===== config.mk =====
export PLATFORM = sky130hd
export DESIGN_NAME = pll_seq
export DESIGN_NICKNAME = d
export VERILOG_FILES = /design/src/rtl/pll_seq_pkg.sv /design/src/rtl/pll_seq_wait.sv /design/src/rtl/pll_seq_pdiv_enc.sv /design/src/rtl/pll_seq.sv
export SDC_FILE = /design/constraint.sdc
export NUM_CORES = 1
export LEC_CHECK = 0
export CAP_MARGIN = 10
export CORE_AREA = 2 2 67 100
export CTS_CLUSTER_DIAMETER = 80
export DETAILED_ROUTE_END_ITERATION = 12
export DIE_AREA = 0 0 69 102
export DONT_BUFFER_PORTS = 1
export PLACE_DENSITY = 0.76
export SYNTH_ARGS = -nofsm -noshare
export SYNTH_HDL_FRONTEND = slang
export SYNTH_SLANG_ARGS = --single-unit

===== constraint.sdc =====
create_clock -name clk -period 1.9 [get_ports clk]
set_clock_uncertainty 0.05 [all_clocks]
set_input_delay 0.19 -clock clk [delete_from_list [all_inputs] [get_ports clk]]
set_output_delay 0.19 -clock clk [all_outputs]
set_load 0.1 [all_outputs]

===== src/rtl/pll_seq_pkg.sv =====
package pll_seq_pkg;

    typedef enum logic [3:0] {
        S_OFF,
        S_UP_PWR,
        S_UP_ISO,
        S_UP_TUN,
        S_UP_SETTLE,
        S_ON,
        S_DN_TUN,
        S_DN_EN,
        S_DN_ISO,
        S_DN_PWR,
        S_RT_PDIV,
        S_RT_WORD,
        S_RT_TUN,
        S_RT_SETTLE
    } seq_state_e;

    typedef enum logic [1:0] {
        OP_NONE   = 2'd0,
        OP_UP     = 2'd1,
        OP_DOWN   = 2'd2,
        OP_RETUNE = 2'd3
    } seq_op_e;

endpackage


===== src/rtl/pll_seq_wait.sv =====
// Down-counting wait timer: load with N-1 to remain N cycles in a state.
module pll_seq_wait #(
    parameter int CNT_W = 8
) (
    input  logic             clk,
    input  logic             rst_n,
    input  logic             load,
    input  logic [CNT_W-1:0] load_val,
    output logic             expired
);
    logic [CNT_W-1:0] cnt_d, cnt_q;

    always_comb begin
        cnt_d = cnt_q;
        if (load)
            cnt_d = load_val;
        else if (cnt_q != '0)
            cnt_d = cnt_q - 1'b1;
    end

    always_ff @(posedge clk or negedge rst_n) begin
        if (!rst_n) cnt_q <= '0;
        else        cnt_q <= cnt_d;
    end

    assign expired = (cnt_q == '0);
endmodule


===== src/rtl/pll_seq_pdiv_enc.sv =====
// Divide ratio to post-divider code: index of the highest set bit.
module pll_seq_pdiv_enc #(
    parameter int CODE_W = 3,
    localparam int RATIO_W = 1 << CODE_W
) (
    input  logic [RATIO_W-1:0] ratio,
    output logic [CODE_W-1:0]  code
);
    always_comb begin
        code = '0;
        for (int i = 0; i < RATIO_W; i++) begin
            if (ratio[i]) code = CODE_W'(i);
        end
    end
endmodule


===== src/rtl/pll_seq.sv =====
module pll_seq
    import pll_seq_pkg::*;
#(
    parameter int WORD_W        = 22,
    parameter int PDIV_W        = 3,
    parameter int TICKS_PER_US  = 10,
    parameter int PON_US        = 1,
    parameter int ISO_US        = 1,
    parameter int SETTLE_US     = 20,
    parameter bit HAS_RSTB      = 1'b1,
    localparam int RATIO_W      = 1 << PDIV_W
) (
    input  logic               clk,
    input  logic               rst_n,
    input  logic               cmd_valid,
    input  logic [1:0]         cmd_op,
    input  logic [WORD_W-1:0]  cmd_word,
    input  logic [RATIO_W-1:0] cmd_ratio,
    output logic               pwr_on,
    output logic               iso_en,
    output logic               pll_en,
    output logic               rst_b,
    output logic               tuner_en,
    output logic               chg_strobe,
    output logic [PDIV_W-1:0]  pdiv_code,
    output logic [WORD_W-1:0]  pll_word,
    output logic               busy,
    output logic               done,
    output logic               cmd_err,
    output logic               pll_ready
);
    localparam int W_PON    = PON_US * TICKS_PER_US;
    localparam int W_ISO    = ISO_US * TICKS_PER_US;
    localparam int W_SETTLE = SETTLE_US * TICKS_PER_US;
    localparam int W_MAX0   = (W_PON > W_ISO) ? W_PON : W_ISO;
    localparam int W_MAX    = (W_MAX0 > W_SETTLE) ? W_MAX0 : W_SETTLE;
    localparam int CNT_W    = $clog2(W_MAX + 1);
    localparam logic [CNT_W-1:0] LD_PON    = CNT_W'(W_PON - 1);
    localparam logic [CNT_W-1:0] LD_ISO    = CNT_W'(W_ISO - 1);
    localparam logic [CNT_W-1:0] LD_SETTLE = CNT_W'(W_SETTLE - 1);

    typedef struct packed {
        seq_state_e        st;
        logic              pwr;
        logic              iso;
        logic              en;
        logic              rstb;
        logic              tun;
        logic              chg;
        logic              was_en;
        logic              done;
        logic              err;
        logic [PDIV_W-1:0] pdiv;
        logic [PDIV_W-1:0] pend_pdiv;
        logic [WORD_W-1:0] word;
        logic [WORD_W-1:0] pend_word;
    } seq_regs_t;

    seq_regs_t         d, q;
    logic              tmr_load;
    logic [CNT_W-1:0]  tmr_val;
    logic              tmr_exp;
    logic [PDIV_W-1:0] enc_code;
    logic              idle;
    seq_op_e           op;

    pll_seq_wait #(.CNT_W(CNT_W)) u_wait (
        .clk      (clk),
        .rst_n    (rst_n),
        .load     (tmr_load),
        .load_val (tmr_val),
        .expired  (tmr_exp)
    );

    pll_seq_pdiv_enc #(.CODE_W(PDIV_W)) u_enc (
        .ratio (cmd_ratio),
        .code  (enc_code)
    );

    assign idle = (q.st == S_OFF) || (q.st == S_ON);
    assign op   = seq_op_e'(cmd_op);

    always_comb begin
        d        = q;
        d.done   = 1'b0;
        d.err    = 1'b0;
        tmr_load = 1'b0;
        tmr_val  = '0;
        if (cmd_valid && !idle) d.err = 1'b1;
        case (q.st)
            S_OFF, S_ON: begin
                if (cmd_valid) begin
                    if (op == OP_UP && q.st == S_OFF) begin
                        d.pwr    = 1'b1;
                        tmr_load = 1'b1;
                        tmr_val  = LD_PON;
                        d.st     = S_UP_PWR;
                    end else if (op == OP_DOWN && q.st == S_ON) begin
                        d.rstb = 1'b0;
                        d.st   = S_DN_TUN;
                    end else if (op == OP_RETUNE) begin
                        d.tun       = 1'b0;
                        d.was_en    = q.en;
                        d.pend_pdiv = enc_code;
                        d.pend_word = cmd_word;
                        d.st        = S_RT_PDIV;
                    end else begin
                        d.err = 1'b1;
                    end
                end
            end
            S_UP_PWR: if (tmr_exp) begin
                d.iso    = 1'b0;
                tmr_load = 1'b1;
                tmr_val  = LD_ISO;
                d.st     = S_UP_ISO;
            end
            S_UP_ISO: if (tmr_exp) begin
                d.en = 1'b1;
                d.st = S_UP_TUN;
            end
            S_UP_TUN: begin
                d.tun    = 1'b1;
                tmr_load = 1'b1;
                tmr_val  = LD_SETTLE;
                d.st     = S_UP_SETTLE;
            end
            S_UP_SETTLE: if (tmr_exp) begin
                d.rstb = HAS_RSTB;
                d.done = 1'b1;
                d.st   = S_ON;
            end
            S_DN_TUN: begin d.tun = 1'b0; d.st = S_DN_EN;  end
            S_DN_EN:  begin d.en  = 1'b0; d.st = S_DN_ISO; end
            S_DN_ISO: begin d.iso = 1'b1; d.st = S_DN_PWR; end
            S_DN_PWR: begin
                d.pwr  = 1'b0;
                d.done = 1'b1;
                d.st   = S_OFF;
            end
            S_RT_PDIV: begin
                d.pdiv = q.pend_pdiv;
                d.st   = S_RT_WORD;
            end
            S_RT_WORD: begin
                d.word = q.pend_word;
                d.chg  = q.was_en;
                d.st   = S_RT_TUN;
            end
            S_RT_TUN: begin
                d.tun = q.was_en;
                if (q.was_en) begin
                    tmr_load = 1'b1;
                    tmr_val  = LD_SETTLE;
                    d.st     = S_RT_SETTLE;
                end else begin
                    d.done = 1'b1;
                    d.st   = S_OFF;
                end
            end
            S_RT_SETTLE: if (tmr_exp) begin
                d.chg  = 1'b0;
                d.done = 1'b1;
                d.st   = S_ON;
            end
            default: d.st = S_OFF;
        endcase
    end

    always_ff @(posedge clk or negedge rst_n) begin
        if (!rst_n) begin
            q     <= '0;
            q.st  <= S_OFF;
            q.iso <= 1'b1;
        end else begin
            q <= d;
        end
    end

    assign pwr_on     = q.pwr;
    assign iso_en     = q.iso;
    assign pll_en     = q.en;
    assign rst_b      = q.rstb;
    assign tuner_en   = q.tun;
    assign chg_strobe = q.chg;
    assign pdiv_code  = q.pdiv;
    assign pll_word   = q.word;
    assign busy       = !idle;
    assign done       = q.done;
    assign cmd_err    = q.err;
    assign pll_ready  = (q.st == S_ON);
endmodule


==> impl_results.md <==
* Worst slew pin tran at 414 ps
* Max_cap viols at 0
* Clock latency on the worst-skew pair at 350 ps
* Final max-slew violation count at 0
* Slowest stage delay, CP at 410 ps
* Fmax at 550 MHz
* Top Ports at 70
* Std-Cell Rows at 35
* Initial Util at a little under three fifths
* Ys flop type: dfrtp_1
* Dpl ws at -16.3 ps
* Comb power frac at 3.8%
* Most frequent cells in the layout: 67 x dfrtp_1, 53 x buf_4, 46 x mux2_2
* Setup crit end kind: flip-flop
* Final Cycle Share at a little over nine tenths
* Post-Synthesis Cells at 298
* Int Power at 2.48 mW
* DR iter-0 viols at 161
* CP arrival at 2000 ps
* Clk buf depth at 2
* Most common cell after layout, fill and taps aside: dfrtp_1
* Routed via count at 2440
* Sink Count at slightly above 70
* TritonCTS Buffers at 9
* Via density at 5.62
* Final setup vio count at 0
* Syn_area_per_cell at approximately 11 um^2
* Fin worst setup slack at 81.6 ps
* Die Ht at 102 um
* NumNets Final at 392
* Status: complete, no violations
* CTS root buf: clkbuf_8
* Async set-reset flop share out of synthesis at 100%
* Final Hold Fails at 0
* Leakage at 2.11 nW
* CP delay by family, top: compound AO/OA/AOI/OAI gates
* Number of global-route vias before repair at 2512
* Critical path cell sequence: inv_2 > ha_4 > nor4b_4 > and2_4 > o311ai_4 > mux2_4
* Drt total wl at 7050 um
* Req. time, crit path at between 2000 and 2500 ps
* Hold Slack at 50.5 ps
* Drc violations at 0
* Startpoint types: flip-flop
* RSZ-0062 raised after global routing: yes
* Cell variety after synth at 46
* First-pass GRT wire length at 11600 um
* Pre-antenna DRT Iters at 4
* Worst Setup Path Type: flip-flop to flip-flop
* Diode count at 0
* Peak supply drop at between 0.6 and 0.7 mV
* Sequential area share after synthesis at 52.2%
* Clk network pwr share at 47.4%
* Crit Path Max Fanout at 6
* Placer congestion estimate at roughly 0.93
* GRT Util Overall at between 20% and 30%
* Fill cell count at around 450
* PortBufs at 0
* Grt ovf at 0
* Ys Warns at 0
* Area growth syn-to-layout at 26.9%
* Min-delay worst type: input pin to flip-flop
* Worst path bufs/invs at 1
* Number of synthesized flops with an enable pin at 0
* Sw frac at a little over a fifth
* Minimum clock period at 1820 ps
* NetSw at 0.670 mW
* Mapped Area at 3410 um^2
* Number of H-tree levels at 3
* Final HPWL DP at 4650 um
* Post-synthesis net count at ~340
* Share of layout cells above drive strength 1 at 40.3%
* Reg clk slew, reported paths at 80 ps
* Post-CTS Setup Bufs at 0
* CTS tree: done
* DR WL/cell at 16.2 um
* Slew margin rel. at 72.2%
* DRT antenna net count at 0
* Layout Utilization at 70.5%
* Sequential share of power at between 40% and 50%
* Die width at 69 um
* Initial antenna violation count at 0
* Post-synthesis register bit count at between 70 and 80
* Power consumption at roughly 3.1 mW
* Largest net degree at the start of global routing at just over 70
* CORE AREA at just over 6000 um^2
* Die ar. at 7040 um^2
* CP max stage cell: o311ai_4
* Pwr/cell area at roughly 730 nW/um^2
[stage by stage]
step | TNS, ps | cell area (um^2) | cells
floorplan | 0 | 3430 | 298
global route | -2.18 | 4320 | 434
detailed placement | -20.6 | 3710 | 390
finish | 0 | 4320 | 434
CTS | 0 | 4260 | 434
global placement | 0 | 3710 | 390
[power by group through the flow]
stage | clock [mW] | combinational, mW | sequential (mW)
6_report | 1.49 | 0.121 | 1.53
5_1_grt | 1.58 | 0.134 | 1.54
4_1_cts | 1.53 | 0.122 | 1.53
3_5_place_dp | 0 | 0.0405 | 1.56
3_3_place_gp | 0 | 0.0392 | 1.56
2_1_floorplan | 0 | 0.0265 | 1.57
[routing by layer]
metal	routed length [um]	GRT usage, %	vias to the layer above
met3	409	6.11	22
met4	231	10.7	0
met5	0	0	-
met1	2660	22.6	1208
met2	3750	38.1	73
li1	-	-	1137
[state kept, by name (all words and copies together) (netlist names)]
register,flops
chg_strobe,1
pll_en,1
pwr_on,1
rst_b,1
done,1
u_wait.cnt_q,8
pdiv_code,3
tuner_en,1
iso_en,1
cmd_err,1
q,30
pll_word,22
[cell families (layout without fill, tap and decap cells)]
group / after synthesis / count (layout) / synth area share, %
fa+ha+maj: 2 / 2 / 0.734
compound gates: 49 / 49 / 9.62
buf+inv: 47 / 109 / 8.92
xor+xnor: 6 / 6 / 1.54
simple gates: 74 / 74 / 10.8
flops: 71 / 71 / 52.2
mux: 49 / 49 / 16.2
[layout make-up]
cell class              count  area [um^2]  area share, %
multi-input cells         180         1400           32.4
clock inverters             7          128           2.95
flip-flops and latches     71         1780           41.2
repair buffers             85          767           17.7
well taps                  74         92.6           2.14
inverters                   8         30.0          0.695
clock buffers               9          124           2.87
[path summary, 6_finish.rpt]
kind / from / to / slack (ps) / cells after the start
max: u_wait.cnt_q[1]$_DFFE_PN0P_ / q[59]$_DFFE_PN0P_ / 80 / 6
min: cmd_ratio[6] / q[44]$_DFFE_PN0P_ / 50 / 3
max reg2reg: u_wait.cnt_q[1]$_DFFE_PN0P_ / q[59]$_DFFE_PN0P_ / 80 / 6
min reg2reg: q[1]$_DFFE_PN0P_ / q[1]$_DFFE_PN0P_ / 440 / 1
max in group asynchronous: rst_n / q[59]$_DFFE_PN0P_ / 1150 / 2
min in group asynchronous: rst_n / done$_DFF_PN0_ / 340 / 2
[synth_stat cells (3+ instances only)]
library cell	count	area, um^2
buf_2	6	30.0
nor2_1	16	60.1
clkbuf_1	3	11.3
a31oi_1	3	18.8
nand2_1	17	63.8
dfrtp_1	70	1750
nor3_1	14	70.1
mux2_2	47	529
inv_1	8	30.0
nor2b_1	4	25.0
nand3_1	7	35.0
o21ai_0	10	50.1
buf_4	28	210
xnor2_1	5	43.8
a21oi_1	20	100
[worst min-delay path, cell delays in order]
cell	delay [ps]
inv_1	20
a21oi_1	120
a21oi_1	70
[timing repair]
action	in CTS	in global routing
setup endpoints to repair	1	30
pin swaps	0	5
cloned	0	0
hold buffers	28	0
hold endpoints to repair	98	0
gates resized for setup	1	17
No activity file was read; power rests on OpenSTA's default activity.
